**src/rtl/pob_pkg.sv**
```systemverilog
package pob_pkg;
  localparam int NGRP = 2;
  localparam int GRP_LO = 0;
  localparam int GRP_HI = 1;

  typedef enum logic {
    TRG_SHARED = 1'b0,
    TRG_SPLIT  = 1'b1
  } trig_mode_e;
endpackage

```
**src/rtl/pob_decode.sv**
```systemverilog
module pob_decode
  import pob_pkg::*;
#(
  parameter int GW = 4,
  parameter int AW = 8,
  parameter logic [AW-1:0] OFS_MAIN = 8'hA4,
  parameter logic [AW-1:0] OFS_ALT  = 8'hA6,
  localparam int DW = NGRP * GW
) (
  input  trig_mode_e       mode,
  input  logic [AW-1:0]    addr,
  input  logic             wr_en,
  input  logic             rd_en,
  input  logic [DW-1:0]    nd_q,
  output logic [NGRP-1:0]  wr_grp,
  output logic [DW-1:0]    rdata
);
  logic hit_main, hit_alt;
  logic [DW-1:0] rd_mux;

  assign hit_main = (addr == OFS_MAIN);
  assign hit_alt  = (addr == OFS_ALT);

  always_comb begin
    wr_grp = '0;
    rd_mux = '0;
    if (mode == TRG_SHARED) begin
      if (hit_main) begin
        wr_grp = {NGRP{wr_en}};
        rd_mux = nd_q;
      end else if (hit_alt) begin
        rd_mux = '1;
      end
    end else begin
      if (hit_main) begin
        wr_grp[GRP_HI] = wr_en;
        rd_mux = {nd_q[DW-1 -: GW], {GW{1'b1}}};
      end else if (hit_alt) begin
        wr_grp[GRP_LO] = wr_en;
        rd_mux = {{GW{1'b1}}, nd_q[GW-1:0]};
      end
    end
  end

  assign rdata = rd_en ? rd_mux : '0;
endmodule

```
**src/rtl/pob_trig_route.sv**
```systemverilog
module pob_trig_route
  import pob_pkg::*;
(
  input  trig_mode_e      mode,
  input  logic            trig_hi,
  input  logic            trig_lo,
  input  logic [NGRP-1:0] oe,
  output logic [NGRP-1:0] fire
);
  logic [NGRP-1:0] pick;

  always_comb begin
    pick[GRP_LO] = trig_lo;
    pick[GRP_HI] = (mode == TRG_SPLIT) ? trig_hi : trig_lo;
  end

  assign fire = pick & oe;
endmodule

```
**src/rtl/pob_group.sv**
```systemverilog
module pob_group #(
  parameter int GW = 4
) (
  input  logic          clk,
  input  logic          rst_n,
  input  logic          clr,
  input  logic          hold,
  input  logic          wr,
  input  logic [GW-1:0] wd,
  input  logic          fire,
  output logic [GW-1:0] nd,
  output logic [GW-1:0] po
);
  always_ff @(posedge clk or negedge rst_n) begin
    if (!rst_n) begin
      nd <= '0;
      po <= '0;
    end else if (clr) begin
      nd <= '0;
      po <= '0;
    end else if (!hold) begin
      if (wr)   nd <= wd;
      if (fire) po <= nd;
    end
  end
endmodule

```
**src/rtl/pat_out_stage.sv**
```systemverilog
module pat_out_stage
  import pob_pkg::*;
#(
  parameter int GW = 4,
  parameter int AW = 8,
  parameter logic [AW-1:0] OFS_MAIN = 8'hA4,
  parameter logic [AW-1:0] OFS_ALT  = 8'hA6,
  localparam int DW = NGRP * GW
) (
  input  logic            clk,
  input  logic            rst_n,
  input  logic            hw_stby,
  input  logic            sw_stby,
  input  logic            split_mode,
  input  logic            trig_hi,
  input  logic            trig_lo,
  input  logic [NGRP-1:0] oe,
  input  logic [AW-1:0]   addr,
  input  logic            wr_en,
  input  logic            rd_en,
  input  logic [DW-1:0]   wdata,
  output logic [DW-1:0]   rdata,
  output logic [DW-1:0]   pat_out
);
  trig_mode_e      mode;
  logic [NGRP-1:0] wr_grp;
  logic [NGRP-1:0] fire;
  logic [DW-1:0]   nd_q;

  assign mode = trig_mode_e'(split_mode);

  pob_decode #(.GW(GW), .AW(AW), .OFS_MAIN(OFS_MAIN), .OFS_ALT(OFS_ALT)) u_dec (
    .mode   (mode),
    .addr   (addr),
    .wr_en  (wr_en),
    .rd_en  (rd_en),
    .nd_q   (nd_q),
    .wr_grp (wr_grp),
    .rdata  (rdata)
  );

  pob_trig_route u_route (
    .mode    (mode),
    .trig_hi (trig_hi),
    .trig_lo (trig_lo),
    .oe      (oe),
    .fire    (fire)
  );

  for (genvar g = 0; g < NGRP; g++) begin : g_grp
    pob_group #(.GW(GW)) u_grp (
      .clk   (clk),
      .rst_n (rst_n),
      .clr   (hw_stby),
      .hold  (sw_stby),
      .wr    (wr_grp[g]),
      .wd    (wdata[g*GW +: GW]),
      .fire  (fire[g]),
      .nd    (nd_q[g*GW +: GW]),
      .po    (pat_out[g*GW +: GW])
    );
  end
endmodule

```
**config.mk**
```make
export PLATFORM = sky130hd
export DESIGN_NAME = pat_out_stage
export DESIGN_NICKNAME = d
export VERILOG_FILES = /design/src/rtl/pob_pkg.sv /design/src/rtl/pob_decode.sv /design/src/rtl/pob_trig_route.sv /design/src/rtl/pob_group.sv /design/src/rtl/pat_out_stage.sv
export SDC_FILE = /design/constraint.sdc
export NUM_CORES = 1
export LEC_CHECK = 0
export ABC_AREA = 1
export BUFFER_PORTS_ARGS = -buffer_cell sky130_fd_sc_hd__buf_4
export CAP_MARGIN = 20
export CORE_ASPECT_RATIO = 0.7
export CORE_MARGIN = 1
export CORE_UTILIZATION = 45
export CTS_BUF_LIST = sky130_fd_sc_hd__clkbuf_16
export DETAILED_ROUTE_END_ITERATION = 16
export PLACE_DENSITY_LB_ADDON = 0.05
export REMOVE_ABC_BUFFERS = 1
export SLEW_MARGIN = 30
export SYNTH_ARGS = -nofsm -noshare
export SYNTH_HDL_FRONTEND = slang
export SYNTH_SLANG_ARGS = --single-unit
```
**constraint.sdc**
```tcl
create_clock -name clk -period 0.8 [get_ports clk]
set_clock_uncertainty 0.05 [all_clocks]
set_input_delay 0.08 -clock clk [delete_from_list [all_inputs] [get_ports clk]]
set_output_delay 0.08 -clock clk [all_outputs]
set_load 0.05 [all_outputs]
```
==> results of run 1 <==
## stage by stage
| step | utilization | hold WS, ns |
|---|---|---|
| floorplan | - | -0.266 |
| global placement | 0.731 | -0.103 |
| detailed placement | 0.731 | -0.0960 |
| CTS | 0.886 | 0.0186 |
## synthesized netlist by cell type, types with 2 or more instances
master and number:
nand3_1 11, a21oi_1 11, nor2_2 3, nand2_1 12
nand2_4 2, dfrtp_1 16, inv_1 23, nor2_1 7
nand3_2 2, nor2_4 3, nand2_2 6, o21ai_0 7
o21ai_2 5
## cell families after synthesis
kind of cell | after synthesis | synth area share
compound gates | 24 | 0.151
buf+inv | 26 | 0.118
simple gates | 48 | 0.297
flops | 16 | 0.434
## what timing repair did
item,in CTS
resized for setup,45
hold endpoints to repair,16
buffers inserted,7
hold buffers,1
gates cloned,0
endpoints found under the setup margin,24
pin swaps,5
==> flow_summary.ini, run 1 <==
[yosys]
yosys.cell_types.count = 19
synth_top_area_cell = dfrtp_1
syn_area_sq_um = 922
ys_seq_area_frac = 0.434
synth-edff-count = 0
ys.flop_type = dfrtp_1
syn_inst = 114
syn_avg_cell_area_sq_um = 8.09
synth_area_leaders = dfrtp_1 43%, inv_1 9.4%, a21oi_1 6.0%
synth-seq-cells = 16
ys_async_sr_fraction = 1.00
synth_largest_type_area_fraction = 0.434
synth-warning-count = 0

[clock_network]
root_buffer = clkbuf_16
clockBufferDepth = 2
cts_max_level = 1
cts_buffers = 3
cts_num_sinks = 16

[timing]
postGrtWorstEndpoint = rdata[1]
worst_path_end_type = top-level output

[floorplanning]
num_rows = 13
ios = 43
dieWidth_um = 56.1
die_h_um = 39.9
initial_core_util = 0.489

[grt]
grt_max_degree = 17
antenna_found_initial = 1

[place]
dp.cells = 194
dp_slack_ns = -0.408
dpl-instance-area_sq_um = 1380
dp_hpwl_um = 1940
portBuffers = 42
gp_congestion = 0.743

[status]
lastStage = global routing (5_1_grt)
status = stopped before the end
error_line = [ERROR DPL-0033] detailed placement checks failed during check placement.
==> inputs of run 2 (changes only) <==
- CORE_AREA: unset -> 2 2 63 65
- CORE_ASPECT_RATIO: 0.7 -> unset
- CORE_MARGIN: 1 -> unset
- CORE_UTILIZATION: 45 -> unset
- CTS_BUF_LIST: sky130_fd_sc_hd__clkbuf_16 -> unset
- DIE_AREA: unset -> 0 0 65 67
- PLACE_DENSITY_LB_ADDON: 0.05 -> 0.15
==> run 2 against run 1 <==
Synthesized cell count stayed put. The flow now finishes, with violations (setup timing). Synthesized area unchanged.
==> flow_summary.ini, run 2 <==
[status]
status = finished, violations left
violations = setup timing

[grt]
antenna_found_initial = 0
grt_pass1_wl_um = 4310
grt.total_usage = 0.128
grt_pass1_vias = 982
gr-total-overflow = 0
grt_max_degree = 17

[yosys]
synth-seq-cells = 16
synth_common_cells = 23 x inv_1, 16 x dfrtp_1, 12 x nand2_1, 11 x a21oi_1, 11 x nand3_1
synth_largest_type_area_fraction = 0.434
ys_async_sr_fraction = 1.00
synth-edff-count = 0
synth_area_leaders = dfrtp_1 43%, inv_1 9.4%, a21oi_1 6.0%
yosys.cell_types.count = 19
synth-warning-count = 0
ys.flop_type = dfrtp_1
syn_inst = 114
synth_top_area_cell = dfrtp_1
synth.most_common_cell = inv_1
ys_seq_area_frac = 0.434
syn_avg_cell_area_sq_um = 8.09
syn_area_sq_um = 922

[finish]
fin_area_sq_um = 1790
final_common_cell = buf_4
syn2layout_area_growth_pct = 93.6
layout_common_cells = 42 x buf_4, 27 x buf_6, 16 x dfrtp_1
finalNetCount = 215
drive_above_1_share = 0.706
top_regs = g_grp.u_grp.nd x8, g_grp.u_grp.po x8
insertedDiodeCount = 0

[clock_network]
cts_max_level = 1
clockBufferDepth = 2
cts_num_sinks = 16
cts_buffers = 3
cts_tree = done
clkLatencyLatePin_ns = 0.25
root_buffer = clkbuf_8
clkTransAtPathRegs_ns = 0.06

[timing]
setup_ws_ns = -0.309
setup_viol = 23
period_needed_ns = 1.11
fmax_mhz = 902
fin_crit_sh = 1.39
worst_pin_slew_ns = 0.330
grt_setup_unrepaired = true
relSlewSlack = 0.780
tns_ns = -4.24
hold_viol_final = 0
slew_violations = 0

[floorplanning]
initial_core_util = 0.256
dieWidth_um = 65
core_region_area_sq_um = 3610
die_h_um = 67
num_rows = 22
die_area_sq_um = 4360
ios = 43

[routing]
wirelength_um = 2530
drt-initial-drc-count = 41
via_count = 975
remaining_drc_errors = 0
drt_pass1_iterations = 4
antenna_left = 0
viasPerCell = 4.15
wl_per_cell_um = 10.8

[critical_path]
crit_buf_inv = 3
crit_family = simple AND/OR/NAND/NOR gates
critical_path_required_ns = 0.67
critPathKind = in2out
cp-end-kind = primary output
cpPeakStageDelay_ns = 0.17
cp_data_arrival_time_ns = 0.98
start_kind = input port
crit_chain = buf_6 > inv_2 > nand2_4 > nor2_4 > nand2_2 > nand2_2 > nand2_4 > a21oi_2 > buf_6
crit_fanout = 5
crit_slowest_cell = buf_6

[place]
portBuffers = 42
dp_hpwl_um = 1930
dpl-instance-area_sq_um = 1410
gp_congestion = 0.741

[job]
drv_cap = 0

[power_and_ir_drop]
p_leak_uw = 0.000886
powerDensity_nw_per_um2 = 1060
peakVddDrop_v = 0.000573

[hold_path]
hp-class = in2reg
## run 2: cell counts after synthesis
No cell type changed its count.
## run 2: area by class of cell
| cell class | count | area, sq um |
|---|---|---|
| clock buffer | 4 | 55.1 |
| fill | 346 | 1820 |
| inverter | 25 | 111 |
| multi-input combinational | 72 | 529 |
| sequential | 16 | 400 |
| tap | 48 | 60.1 |
| timing repair buffer | 70 | 629 |
## run 2: path summary, 6_finish.rpt
kind                                      startpoint                    to  slack (ns)  cells after the start
worst max-delay path                         addr[3]              rdata[2]       -0.31                      9
worst min-delay path                        wdata[2]  g_grp[0].u_grp.nd[2]        0.01                      3
worst max register to register  g_grp[1].u_grp.nd[3]  g_grp[1].u_grp.po[3]       -0.06                      4
worst min register to register  g_grp[1].u_grp.nd[1]  g_grp[1].u_grp.nd[1]        0.50                      2
max in group asynchronous                      rst_n  g_grp[1].u_grp.po[3]        0.34                      2
min in group asynchronous                      rst_n  g_grp[1].u_grp.nd[2]        0.18                      2
## run 2: through the flow
step / setup slack (ns) / total power [uW] / hold slack (ns) / util / cells
floorplan: -0.695 / 947 / -0.266 / - / 113
global placement: -0.406 / 1120 / -0.0962 / 0.391 / 220
detailed placement: -0.423 / 1130 / -0.0893 / 0.391 / 220
CTS: -0.324 / 1900 / 0.0112 / 0.475 / 232
global route: -0.352 / 1970 / 0.0145 / 0.495 / 235
finish: -0.309 / 1890 / 0.0111 / 0.495 / 235
## run 2: routing by layer
layer  track usage  wire [um]  vias up
met2         0.226       1300       24
met4        0.0559         34        0
met1         0.151       1070      443
met3        0.0220        125        2
met5             0          0        -
li1              -          -      506
## run 2: what timing repair did
item / in CTS / in global routing
pin swaps: 16 / 16
setup buffers: 7 / 3
hold buffers: 1 / 0
hold endpoints to repair: 16 / 0
setup endpoints to repair: 22 / 32
resized for setup: 53 / 26
## run 2: where the power goes
| part | switching (uW) | total, uW | internal, uW | leakage (uW) |
|---|---|---|---|---|
| logic | 175 | 347 | 172 | 0.000635 |
| registers | 5.62 | 822 | 816 | 0.000223 |
| clock network | 282 | 718 | 436 | 0.0000288 |
## run 2: worst min-delay path: stages
cell    delay [ns]
buf_4         0.08
nor2_2        0.03
nor2_2        0.08
## run 2: cells by family (layout without fill, tap and decap cells)
group                  count (synthesis)  in the layout  synth area share
and+or+nand+nor                       48             48             0.297
DFF                                   16             16             0.434
buffers and inverters                 26             99             0.118
AOI/OAI and AO/OA                     24             24             0.151
No activity file was read; power rests on OpenSTA's default activity.
